--- src/rtl/ptw_pkg.sv ---
package ptw_pkg;
  localparam int IDX_W = 10;
  localparam int OFF_W = 12;
  localparam int VA_W  = 2 * IDX_W + OFF_W;
  localparam int PTE_W = 32;
  localparam int PPN_W = PTE_W - OFF_W;
  localparam int PA_W  = PPN_W + OFF_W;
  localparam int ENT_SHIFT = 2;

  localparam int BIT_RES = 0;
  localparam int BIT_WR  = 1;
  localparam int BIT_MAP = 2;

  typedef enum logic [1:0] {
    FLT_NONE    = 2'd0,
    FLT_INVALID = 2'd1,
    FLT_ABSENT  = 2'd2,
    FLT_PROT    = 2'd3
  } fault_e;

  typedef enum logic [2:0] {
    ST_IDLE, ST_RD1, ST_WT1, ST_RD2, ST_WT2, ST_DONE, ST_FAULT
  } walk_st_e;

  function automatic logic [IDX_W-1:0] hi_index(input logic [VA_W-1:0] va);
    return va[VA_W-1 -: IDX_W];
  endfunction

  function automatic logic [IDX_W-1:0] lo_index(input logic [VA_W-1:0] va);
    return va[OFF_W +: IDX_W];
  endfunction

  function automatic logic [PA_W-1:0] lvl1_addr(input logic [PPN_W-1:0] root,
                                                input logic [VA_W-1:0] va);
    return {root, hi_index(va), {ENT_SHIFT{1'b0}}};
  endfunction

  function automatic logic [PA_W-1:0] lvl2_addr(input logic [PTE_W-1:0] pte1,
                                                input logic [VA_W-1:0] va);
    return {pte1[PTE_W-1 -: PPN_W], lo_index(va), {ENT_SHIFT{1'b0}}};
  endfunction

  function automatic logic [PA_W-1:0] join_pa(input logic [PTE_W-1:0] pte2,
                                              input logic [VA_W-1:0] va);
    return {pte2[PTE_W-1 -: PPN_W], va[OFF_W-1:0]};
  endfunction

  function automatic fault_e judge(input logic [PTE_W-1:0] pte2, input logic is_wr);
    if (!pte2[BIT_MAP])               return FLT_INVALID;
    else if (!pte2[BIT_RES])          return FLT_ABSENT;
    else if (is_wr && !pte2[BIT_WR])  return FLT_PROT;
    else                              return FLT_NONE;
  endfunction
endpackage

--- src/rtl/ptw_root_reg.sv ---
module ptw_root_reg
  import ptw_pkg::*;
(
  input  logic             clk,
  input  logic             rst_n,
  input  logic             wr_en,
  input  logic             wr_kernel,
  input  logic [PA_W-1:0]  wr_data,
  output logic [PPN_W-1:0] root_ppn
);
  logic take_wr;
  assign take_wr = wr_en && wr_kernel;

  always_ff @(posedge clk) begin
    if (!rst_n)       root_ppn <= '0;
    else if (take_wr) root_ppn <= wr_data[PA_W-1 -: PPN_W];
  end


  user_wr_ignored_chk: assert property (@(posedge clk) disable iff (!rst_n)
    !take_wr |=> $stable(root_ppn));
endmodule

--- src/rtl/ptw_pte_judge.sv ---
module ptw_pte_judge
  import ptw_pkg::*;
(
  input  logic [PTE_W-1:0] pte2,
  input  logic             is_wr,
  input  logic [VA_W-1:0]  va,
  output fault_e           code,
  output logic [PA_W-1:0]  pa
);
  always_comb begin
    code = judge(pte2, is_wr);
    pa   = (code == FLT_NONE) ? join_pa(pte2, va) : '0;
  end
endmodule

--- src/rtl/ptw_walk_fsm.sv ---
module ptw_walk_fsm
  import ptw_pkg::*;
(
  input  logic             clk,
  input  logic             rst_n,
  input  logic [PPN_W-1:0] root_ppn,
  input  logic             req_valid,
  output logic             req_ready,
  input  logic [VA_W-1:0]  req_vaddr,
  input  logic             req_write,
  output logic             mem_req,
  output logic [PA_W-1:0]  mem_addr,
  input  logic             mem_rvalid,
  input  logic [PTE_W-1:0] mem_rdata,
  input  fault_e           l2_code,
  input  logic [PA_W-1:0]  l2_pa,
  output logic [VA_W-1:0]  va_q,
  output logic             wr_q,
  output logic             rsp_valid,
  output logic             rsp_fault,
  output fault_e           rsp_code,
  output logic [PA_W-1:0]  rsp_paddr
);
  walk_st_e         st, st_nx;
  logic [PPN_W-1:0] root_q;
  logic [PTE_W-1:0] l1_q;

  logic walk_accept, l1_absent, l1_present, l2_back;
  assign walk_accept = req_valid && req_ready;
  assign l1_absent   = (st == ST_WT1) && mem_rvalid && !mem_rdata[BIT_RES];
  assign l1_present  = (st == ST_WT1) && mem_rvalid &&  mem_rdata[BIT_RES];
  assign l2_back     = (st == ST_WT2) && mem_rvalid;

  assign req_ready = (st == ST_IDLE);
  assign mem_req   = (st == ST_RD1) || (st == ST_RD2);
  assign mem_addr  = (st == ST_RD2) ? lvl2_addr(l1_q, va_q) : lvl1_addr(root_q, va_q);
  assign rsp_valid = (st == ST_DONE) || (st == ST_FAULT);
  assign rsp_fault = (st == ST_FAULT);

  always_comb begin
    st_nx = st;
    unique case (st)
      ST_IDLE:  if (walk_accept) st_nx = ST_RD1;
      ST_RD1:   st_nx = ST_WT1;
      ST_WT1:   if (l1_absent) st_nx = ST_FAULT;
                else if (l1_present) st_nx = ST_RD2;
      ST_RD2:   st_nx = ST_WT2;
      ST_WT2:   if (l2_back) st_nx = (l2_code == FLT_NONE) ? ST_DONE : ST_FAULT;
      ST_DONE:  st_nx = ST_IDLE;
      ST_FAULT: st_nx = ST_IDLE;
      default:  st_nx = ST_IDLE;
    endcase
  end

  always_ff @(posedge clk) begin
    if (!rst_n) begin
      st        <= ST_IDLE;
      root_q    <= '0;
      l1_q      <= '0;
      va_q      <= '0;
      wr_q      <= 1'b0;
      rsp_code  <= FLT_NONE;
      rsp_paddr <= '0;
    end else begin
      st <= st_nx;
      if (walk_accept) begin
        va_q   <= req_vaddr;
        wr_q   <= req_write;
        root_q <= root_ppn;
      end
      if (l1_present) l1_q <= mem_rdata;
      if (l1_absent) begin
        rsp_code  <= FLT_INVALID;
        rsp_paddr <= '0;
      end
      if (l2_back) begin
        rsp_code  <= l2_code;
        rsp_paddr <= l2_pa;
      end
    end
  end


  rsp_one_cycle_chk: assert property (@(posedge clk) disable iff (!rst_n)
    rsp_valid |=> !rsp_valid);

  busy_not_ready_chk: assert property (@(posedge clk) disable iff (!rst_n)
    walk_accept |=> !req_ready);

  mem_pulse_chk: assert property (@(posedge clk) disable iff (!rst_n)
    mem_req |=> !mem_req);

  l1_null_stop_chk: assert property (@(posedge clk) disable iff (!rst_n)
    l1_absent |=> (rsp_fault && rsp_code == FLT_INVALID && !mem_req));
endmodule

--- src/rtl/pt_walker.sv ---
module pt_walker
  import ptw_pkg::*;
(
  input  logic        clk,
  input  logic        rst_n,
  input  logic        root_wr_en,
  input  logic        root_wr_kernel,
  input  logic [31:0] root_wr_data,
  input  logic        req_valid,
  output logic        req_ready,
  input  logic [31:0] req_vaddr,
  input  logic        req_write,
  output logic        rsp_valid,
  output logic        rsp_fault,
  output logic [1:0]  rsp_code,
  output logic [31:0] rsp_paddr,
  output logic [31:0] rsp_vaddr,
  output logic        mem_req,
  output logic [31:0] mem_addr,
  input  logic        mem_rvalid,
  input  logic [31:0] mem_rdata
);
  logic [PPN_W-1:0] root_ppn;
  fault_e           l2_code, code_q;
  logic [PA_W-1:0]  l2_pa;
  logic [VA_W-1:0]  va_q;
  logic             wr_q;

  ptw_root_reg u_root (
    .clk(clk), .rst_n(rst_n), .wr_en(root_wr_en), .wr_kernel(root_wr_kernel),
    .wr_data(root_wr_data), .root_ppn(root_ppn)
  );

  ptw_pte_judge u_judge (
    .pte2(mem_rdata), .is_wr(wr_q), .va(va_q), .code(l2_code), .pa(l2_pa)
  );

  ptw_walk_fsm u_fsm (
    .clk(clk), .rst_n(rst_n), .root_ppn(root_ppn),
    .req_valid(req_valid), .req_ready(req_ready), .req_vaddr(req_vaddr),
    .req_write(req_write), .mem_req(mem_req), .mem_addr(mem_addr),
    .mem_rvalid(mem_rvalid), .mem_rdata(mem_rdata), .l2_code(l2_code),
    .l2_pa(l2_pa), .va_q(va_q), .wr_q(wr_q), .rsp_valid(rsp_valid),
    .rsp_fault(rsp_fault), .rsp_code(code_q), .rsp_paddr(rsp_paddr)
  );

  assign rsp_code  = code_q;
  assign rsp_vaddr = va_q;


  offset_kept_chk: assert property (@(posedge clk) disable iff (!rst_n)
    (rsp_valid && !rsp_fault) |-> rsp_paddr[OFF_W-1:0] == rsp_vaddr[OFF_W-1:0]);

  fault_zero_pa_chk: assert property (@(posedge clk) disable iff (!rst_n)
    rsp_fault |-> rsp_paddr == '0);
endmodule

--- config.mk ---
export PLATFORM = sky130hd
export DESIGN_NAME = pt_walker
export DESIGN_NICKNAME = d
export VERILOG_FILES = /design/src/rtl/ptw_pkg.sv /design/src/rtl/ptw_root_reg.sv /design/src/rtl/ptw_pte_judge.sv /design/src/rtl/ptw_walk_fsm.sv /design/src/rtl/pt_walker.sv
export SDC_FILE = /design/constraint.sdc
export NUM_CORES = 1
export LEC_CHECK = 0
export BUFFER_PORTS_ARGS = -buffer_cell sky130_fd_sc_hd__buf_2
export CORE_MARGIN = 4
export CORE_UTILIZATION = 52
export DETAILED_ROUTE_END_ITERATION = 12
export GPL_TIMING_DRIVEN = 0
export PLACE_DENSITY = 0.85
export SLEW_MARGIN = 10
export SYNTH_ARGS = -nofsm -noshare
export SYNTH_HDL_FRONTEND = slang
export SYNTH_SLANG_ARGS = --single-unit
export TNS_END_PERCENT = 30
--- constraint.sdc ---
create_clock -name clk -period 2.75 [get_ports clk]
set_clock_uncertainty 0.15 [all_clocks]
set_input_delay 0.55 -clock clk [delete_from_list [all_inputs] [get_ports clk]]
set_output_delay 0.55 -clock clk [all_outputs]
set_load 0.01 [all_outputs]
After elaboration in Yosys (flattened, before gate mapping)
Cells that the tools add are included.

Word-level logic and storage cells: 47. Register bits after elaboration: 142. Input bits: 103. Output and inout port bits: 102.

Eq/ne operators: 9. Multiplexer cells: 15. Reduce and logical (&&, ||, !) cells: 15.

Operator list (count): $mux W32 (4); $pmux W3 S5 (1); $mux W2 (6); $mux W3 (4); $eq A3 B3 Y1 const B (3); $logic_and A1 B1 Y1 (7); $eq A3 B2 Y1 const B (2); $eq A3 B1 Y1 const B (1); $logic_not A3 Y1 (1); $ne A3 B1 Y1 const B (1); $reduce_and A3 Y1 (1); $logic_not A1 Y1 (2); $logic_not A2 Y1 (1); $logic_or A1 B1 Y1 (2); $ne A2 B1 Y1 const B (1); $ne A2 B2 Y1 const B (1); $reduce_bool A2 Y1 (1).

Depth between registers and ports, before layout
Gate-level depths: netlist (run 1).

Word-level depth: 9. Mapped depth: 6. Mapped depth without buffers: 3.

By module
Synthesis (run 1) repeated with hierarchy kept, for this count alone.

Cells, all modules: 677. Area, all modules: 6404.9 um2.

Modules (own cells, without submodules): ptw_walk_fsm (seq. area each 2202.1 um2, instances 1, area each 5132.4 um2, cells an instance 542); ptw_root_reg (seq. area each 400.4 um2, instances 1, area each 757.0 um2, cells an instance 91); ptw_pte_judge (seq. area each 0.0 um2, instances 1, area each 515.5 um2, cells an instance 44).

Least setup slack after synthesis (run 1)
OpenSTA, ideal clock, no wires.

Kind: reg2out. From: reg u_fsm.st[0]. To: out mem_addr[10]. Buffers on the path: 2. Stages on the path, launching flop included: 6. Slack: 0.725 ns. Data required time: 2.050 ns. Arrival: 1.325 ns. Path through: dfxtp_1 > buf_2 > and2b_1 > nand2_1 > buf_2 > mux2_2.

Word-level cells in the longest chain between the ends: 2.

RTL lines: from (decl) (line ptw_walk_fsm.sv:24) `walk_st_e st, st_nx;`; from (signal assigned) (line ptw_walk_fsm.sv:65) `st <= st_nx;`; $eq A3 B2 Y1 (line ptw_walk_fsm.sv:36) `assign mem_addr = (st == ST_RD2) ? lvl2_addr(l1_q, va_q) : lvl1_addr(root_q, va_q);`; $mux W32 (line ptw_walk_fsm.sv:36); to (decl) (line pt_walker.sv:19) `output logic [31:0] mem_addr,`.

Every way passes these cells.

Worst setup path in the final report (run 1)
From: reg u_fsm.st[0]. To: out mem_addr[30].

Same word-level chain as after synthesis.

==> results of run 1 <==
cell families (layout without fill, tap and decap cells):
group,Yosys count,count (layout),synth area share
compound gates,115,115,0.153
xor+xnor,1,1,0.00168
buf+inv,51,266,0.0603
flops,130,130,0.500
mux,51,51,0.105
other cells,1,2,0.000720
simple gates,214,214,0.179
power by group:
group          internal (uW)  switching (uW)
clock                   1540             821
combinational            347             462
sequential              1990            74.3
worst paths after layout:
| path | start | slack (ns) | endpoint | depth (start not counted) |
|---|---|---|---|---|
| max reg2reg | u_fsm.st[1] | 0.82 | u_fsm.root_q[5] | 5 |
| min reg2reg | u_root.root_ppn[14] | 0.31 | u_root.root_ppn[14] | 2 |
| max | u_fsm.st[0] | 0.07 | mem_addr[30] | 6 |
| min | mem_rdata[18] | 0.10 | u_fsm.rsp_paddr[18] | 2 |
flip-flops by register name (all words and copies together) (netlist names):
signal,cells
u_fsm.wr_q,1
u_fsm.rsp_paddr,32
u_fsm.l1_q,20
u_fsm.root_q,20
u_fsm.st,3
u_root.root_ppn,20
u_fsm.va_q,32
u_fsm.rsp_code,2
final cells by class:
cell class / instances / share of cell area
flip-flops and latches: 130 / 0.371
multi-input cells: 383 / 0.329
repair buffers: 183 / 0.139
clock buffers: 22 / 0.0659
plain buffers: 49 / 0.0488
well taps: 133 / 0.0237
clock inverters: 10 / 0.0221
inverters: 2 / 0.00107
worst max-delay path: cells and delay by family, from the launching register on:
| kind | cells | cell delay (ns) |
|---|---|---|
| DFF | 1 | 0.32 |
| buffers and inverters | 3 | 0.43 |
| and+or+nand+nor | 2 | 0.37 |
| muxes | 1 | 0.35 |
through the flow:
step	instance area [sq um]	utilization	total power (uW)	hold WS (ns)
final	7030	0.719	5230	0.105
after global routing	7030	0.719	5420	0.0931
after CTS	6920	0.708	5200	0.0881
after detailed placement	6280	0.642	2860	0.297
after global placement	6280	0.642	2830	0.290
after floorplan	5210	-	2570	0.282
cells in the final DEF, fill, tap and decap left out, types with 2 or more instances in the layout:
master,netlist,routed
bufinv_16,0,4
clkinvlp_4,0,2
buf_1,2,2
clkinv_2,0,4
nor4b_4,2,2
o21ai_0,2,2
inv_1,2,2
nand2b_1,2,2
buf_6,11,12
a21oi_1,64,64
nand2_1,191,190
mux2i_1,21,21
clkbuf_16,0,19
a32o_1,32,32
buf_2,8,184
buf_4,8,8
and3_1,2,2
and3b_1,2,2
nor2b_1,4,4
and2_1,2,2
conb_1,1,2
and2b_1,3,2
clkbuf_8,0,4
a21oi_2,10,10
mux2_2,30,30
buf_8,0,3
dfxtp_1,130,129
clkbuf_1,20,22
layer usage:
layer	vias up	GRT usage	share of wire
li1	2324	-	-
met3	28	0.0824	0.070
met2	182	0.462	0.51
met1	2363	0.309	0.40
met4	0	0.0956	0.018
met5	-	0	0
what timing repair did:
action | in CTS | in global routing
gates resized for setup | 8 | 9
cloned | 0 | 3
endpoints found under the setup margin | 30 | 30
pin swaps | 0 | 1
==> flow_summary.ini, run 1 <==
[logic_synthesis]
netlist_area_sq_mm = 0.00521
avgSynthCellArea_sq_um = 9.25
ys.flop_type = dfxtp_1
ys_ff_latch = 130
ys_types = 36
syn_inst = 563
async_reset_ff_frac = 0
yosys_warnings = 0
yosys-top-cells-count = nand2_1, dfxtp_1, a21oi_1
synthTopCellsByArea = dfxtp_1, nand2_1, mux2_2
synth_top_area_share = 0.500
ys_seq_area_frac = 0.500
synth.most_common_cell = nand2_1
synth_area_leader_cell = dfxtp_1
synth_edf_count = 0

[finish]
fillers = 725
num_antenna_cells = 0
seqCellArea_sq_mm = 0.00260
layout-drive-gt1-share = 0.370
multi_input_area_sq_mm = 0.00231
nets = 869
instances_no_fill = 912
syn2layout_area_growth_pct = 34.9

[floorplanning]
die_h_microns = 108
core_area_sq_mm = 0.00977
ioPinCount = 205
start_util = 0.533
die-area_sq_mm = 0.0117
die_w_microns = 108
rows = 36

[route]
wl_microns = 15600
via_per_inst = 5.37
drc = 0
vias = 4897
ant_nets = 0
drt_iter0_drc = 244
wl_per_cell_microns = 17.2
drtPass1Iterations = 5

[job]
drv_cap = 0

[clocking]
cts_hold_buf = 0
clk_latency_ns = 0.52
htree_levels = 4
cts_root_buf = clkbuf_8
cts_buffers = 17
cts_tree = done
numClockSinks = 130
clockBufferDepth = 2
clk_pin_slew_ns = 0.06
post-cts-setup-buffers = 0

[placed_design]
place_ws_ns = 0.441
port_buffers = 180
post-place-cells = 877
post-dp-hpwl_microns = 11000
routabilityCongestion = 0.825

[critical_path]
worstSetupPathType = reg2out
cp-end-kind = output port
cp.arrival_ns = 1.98
cp_slowest_cell = mux2_2
max_stage_delay_ns = 0.35
required_ns = 2.05
path_max_fanout = 10
crit_chain = buf_6 -> and2b_2 -> nand2_8 -> buf_8 -> mux2_2 -> buf_2
critPathLaunchType = flop

[timing]
tightest_slew_ns = 0.776
tns_ns = 0
maxSlewHeadroom = 0.480
period_needed_ns = 2.68
slew_violations = 0
rsz0062_at_grt = no
fin_ws_ns = 0.0675
fmaxAchievable_mhz = 373
final.period_utilization = 0.975
finalSetupViolCount = 0
hold_viol = 0

[global_routing]
grt_util_all_layers = 0.266
grt-ovfl-total = 0
grt_max_degree = 17
grt_pass1_vias = 4899
antenna_found_initial = 0
grt_pass1_wl_microns = 24100

[pwr]
vdd_drop_max_mv = 0.578
p_leak_uw = 0.00314
powerDensity_mw_per_mm2 = 744

[status]
status = complete, no violations

[min_path]
hold_class = in2reg
(Power assumes the default switching activity.)
==> run 2, diff against run 1 <==
CORE_UTILIZATION = 48   (was 52)
PLACE_DENSITY = 0.79   (was 0.85)
clock period = 2.56 ns   (was 2.75 ns; I/O delays follow)
==> flow_summary.ini, run 2 (synthesis gave the netlist of run 1 again) <==
[route]
drc = 0
wl_microns = 16000
vias = 4925
drtPass1Iterations = 5
via_per_inst = 5.38
wl_per_cell_microns = 17.4
ant_nets = 0
drt_iter0_drc = 311

[clocking]
htree_levels = 4
cts_buffers = 17
clk_latency_ns = 0.51
numClockSinks = 130
clk_pin_slew_ns = 0.06
clockBufferDepth = 2
cts_tree = done
cts_root_buf = clkbuf_8

[floorplanning]
die_w_microns = 112
start_util = 0.498
die_h_microns = 112
rows = 37
core_area_sq_mm = 0.0105
ioPinCount = 205
die-area_sq_mm = 0.0126

[pwr]
powerDensity_mw_per_mm2 = 749
power_uw = 5470
power.switching_uw = 1430
power_switching_share = 0.261
clkPwrFrac = 0.422
p_leak_uw = 0.00326
power_frac_comb = 0.173
p_int_uw = 4040
p_seq_frac = 0.405
vdd_drop_max_mv = 0.421

[critical_path]
path_max_fanout = 6
crit_start = u_fsm.st[2]
critPathLaunchType = flop
timing.rr.start = u_fsm.st[2]
worstSetupPathType = reg2out
cp-end-kind = output port
required_ns = 1.90
cp.arrival_ns = 1.87

[global_routing]
grt_util_all_layers = 0.243
grt_pass1_wl_microns = 24400
grt_pass1_vias = 4870
grt_max_degree = 17
grt-ovfl-total = 0
antenna_found_initial = 0

[job]
drv_cap = 0

[timing]
slew_violations = 0
final.period_utilization = 0.988
tns_ns = 0
fin_ws_ns = 0.0317
maxSlewHeadroom = 0.533
tightest_slew_ns = 0.698
finalSetupViolCount = 0
hold_viol = 0
rsz0062_at_grt = yes
fmaxAchievable_mhz = 396
period_needed_ns = 2.53
holdWs_ns = 0.0741

[finish]
num_antenna_cells = 0
syn2layout_area_growth_pct = 40.1
fillers = 798
mostFrequentLayoutCells = nand2_1, buf_2, dfxtp_1, a21oi_1, buf_6
nets = 873
finalCoreUtilization = 0.697
reg_top3 = u_fsm.rsp_paddr: 32 flops, u_fsm.va_q: 32 flops
final_common_cell = nand2_1
layout-drive-gt1-share = 0.371

[min_path]
hold_class = in2reg
hp-start = mem_rdata[14]

[placed_design]
port_buffers = 180
place_ws_ns = 0.232
routabilityCongestion = 0.804
post-dp-hpwl_microns = 11000

[status]
status = complete, no violations
-- run 2: critical path, cell delays in order, from the launching register on --
cell and delay [ns]:
dfxtp_4 0.34, and2b_2 0.27, nand2_8 0.14, clkbuf_16 0.17, mux2_4 0.30, buf_6 0.12
-- run 2: routing by layer --
metal,GRT usage,vias up,part of all wire
met4,0.103,0,0.022
met2,0.414,198,0.50
li1,-,2331,-
met5,0,-,0
met3,0.0566,29,0.064
met1,0.294,2367,0.41
-- run 2: power by group through the flow --
| stage | logic [uW] | clock network, uW | registers, uW |
|---|---|---|---|
| 6_report | 948 | 2310 | 2210 |
| 2_1_floorplan | 498 | 0 | 2260 |
| 4_1_cts | 911 | 2320 | 2210 |
| 5_1_grt | 1020 | 2410 | 2220 |
| 3_3_place_gp | 802 | 0 | 2240 |
| 3_5_place_dp | 822 | 0 | 2250 |
-- run 2: cell type report --
type	count	area, sq um	share of cell area
clock buffer	24	480	0.0659
tap	136	170	0.0233
inverter	2	7.51	0.00103
timing repair buffer	188	1190	0.163
sequential	130	2610	0.358
clock inverter	5	77.6	0.0106
buffer	48	340	0.0467
multi-input combinational	383	2420	0.332
-- run 2: stage by stage --
step                cell area [sq um]  std cells
finish                           7290        916
global route                     7290        916
CTS                              7170        915
detailed placement               6280        880
global placement                 6280        880
floorplan                        5210        564
-- run 2: worst paths after layout --
check	endpoint	slack (ns)	cells past startpoint
max	mem_addr[7]	0.03	5
min	u_fsm.rsp_paddr[14]	0.07	2
max reg2reg	u_fsm.root_q[8]	0.51	7
min reg2reg	u_fsm.root_q[9]	0.30	2
-- run 2: what timing repair did --
item | 4_1_cts | 5_1_grt
pin swaps | 1 | 1
gates cloned | 2 | 1
setup endpoints to repair | 30 | 30
endpoints found under the hold margin | 0 | 0
resized for setup | 57 | 28
hold buffers | 0 | 0
buffers inserted | 4 | 3
==> run 3, diff against run 2 <==
--- a/config.mk
+++ b/config.mk
@@ -7,9 +7,11 @@
 export LEC_CHECK = 0
 export BUFFER_PORTS_ARGS = -buffer_cell sky130_fd_sc_hd__buf_2
+export CELL_PAD_IN_SITES_DETAIL_PLACEMENT = 2
+export CELL_PAD_IN_SITES_GLOBAL_PLACEMENT = 2
 export CORE_MARGIN = 4
-export CORE_UTILIZATION = 48
+export CORE_UTILIZATION = 28
 export DETAILED_ROUTE_END_ITERATION = 12
 export GPL_TIMING_DRIVEN = 0
-export PLACE_DENSITY = 0.79
+export PLACE_DENSITY_LB_ADDON = 0.1
 export SLEW_MARGIN = 10
 export SYNTH_ARGS = -nofsm -noshare
--- a/constraint.sdc
+++ b/constraint.sdc
@@ -3,3 +3,3 @@
 set_input_delay 0.512 -clock clk [delete_from_list [all_inputs] [get_ports clk]]
 set_output_delay 0.512 -clock clk [all_outputs]
-set_load 0.01 [all_outputs]
+set_load 0.005 [all_outputs]
==> flow_summary.ini, run 3 (synthesis gave the netlist of run 1 again) <==
[global_routing]
grt_pass1_vias = 5407
antenna_found_initial = 2
grt-ovfl-total = 0
grt_util_all_layers = 0.189
grt_pass1_wl_microns = 30200
grt_max_degree = 17

[finish]
fillers = 2049
reg_top3 = u_fsm.rsp_paddr: 32 flops, u_fsm.va_q: 32 flops
seqCellArea_sq_mm = 0.00261
mostFrequentLayoutCells = nand2_1, buf_2, dfxtp_1, a21oi_1, buf_6
finalCoreUtilization = 0.413
layout-drive-gt1-share = 0.375
instances_no_fill = 1012
nets = 873
num_antenna_cells = 0
final_common_cell = nand2_1
syn2layout_area_growth_pct = 44.1
multi_input_area_sq_mm = 0.00242

[min_path]
hold_class = in2reg
holdPathStages = 2

[critical_path]
path_max_fanout = 7
cp.arrival_ns = 1.87
required_ns = 1.90
worstSetupPathType = reg2out
ff2ff_setup_slack_ns = 0.51
worst_r2r_path_depth = 6
critPathLaunchType = flop
cp-end-kind = output port

[floorplanning]
die_w_microns = 144
rows = 49
core_area_sq_mm = 0.0181
die-area_sq_mm = 0.0208
ioPinCount = 205
start_util = 0.287
die_h_microns = 144

[clocking]
cts_tree = done
htree_levels = 4
cts_buffers = 17
clk_pin_slew_ns = 0.06
cts_root_buf = clkbuf_16
clockBufferDepth = 2
cts_hold_buf = 0
clk_latency_ns = 0.42
numClockSinks = 130

[timing]
hold_viol = 0
slew_violations = 0
finalSetupViolCount = 0
tightest_slew_ns = 0.859
fmaxAchievable_mhz = 395
fin_ws_ns = 0.0281
maxSlewHeadroom = 0.425
period_needed_ns = 2.53
final.period_utilization = 0.989
tns_ns = 0
rsz0062_at_grt = yes

[placed_design]
port_buffers = 180
post-dp-hpwl_microns = 14200
routabilityCongestion = 0.800
place_ws_ns = 0.200
post-place-cells = 973

[route]
wl_met1_microns = 8590
top_layer_used = met5
wl_microns = 19800
drc = 0
vias = 4921
drt_iter0_drc = 97
drtPass1Iterations = 4
wl_met2_microns = 9700
route.met3.wl_microns = 1330
wl_per_cell_microns = 19.6
ant_nets = 0
via_per_inst = 4.86

[pwr]
vdd_drop_max_mv = 0.461
p_leak_uw = 0.00330
powerDensity_mw_per_mm2 = 777
power_uw = 5830

[job]
drv_cap = 0

[status]
status = complete, no violations
run 3: routing by layer:
| metal | track usage | vias up |
|---|---|---|
| met2 | 0.317 | 132 |
| met4 | 0.0466 | 4 |
| li1 | - | 2333 |
| met3 | 0.0651 | 18 |
| met5 | 0 | - |
| met1 | 0.233 | 2434 |
run 3: path summary, 6_finish.rpt:
kind / from / to
max: u_fsm.st[0] / mem_addr[3]
min: mem_rdata[14] / u_fsm.rsp_paddr[14]
max reg2reg: u_fsm.st[0] / u_fsm.va_q[19]
min reg2reg: u_root.root_ppn[2] / u_fsm.root_q[2]
run 3: per-stage QoR:
stage | instance area, sq um | hold slack, ns
2_1_floorplan | 5210 | 0.282
3_3_place_gp | 6400 | 0.290
3_5_place_dp | 6400 | 0.299
4_1_cts | 7150 | 0.157
5_1_grt | 7500 | 0.159
6_report | 7500 | 0.172
run 3: cell type report:
cell class,count,area share
plain buffers,49,0.0477
well taps,229,0.0382
inverters,2,0.00100
clock buffers,21,0.0627
multi-input cells,383,0.322
clock inverters,11,0.0233
flip-flops and latches,130,0.347
repair buffers,187,0.158
run 3: power breakdown:
group / internal (uW) / switching [uW]
logic: 434 / 512
clock network: 1720 / 950
registers: 2130 / 81.3
total: 4280 / 1540
run 3: critical path, cell delays in order (launching register included):
cell and delay (ns):
dfxtp_2 0.32, buf_6 0.12, and2b_2 0.23, nand2_8 0.16, buf_16 0.15, mux2_2 0.33
buf_2 0.13
run 3: repair_timing:
item / 4_1_cts / 5_1_grt
pin swaps: 1 / 1
resized for setup: 20 / 58
hold endpoints to repair: 0 / 0
setup buffers: 1 / 3
setup endpoints to repair: 30 / 30
gates cloned: 1 / 2
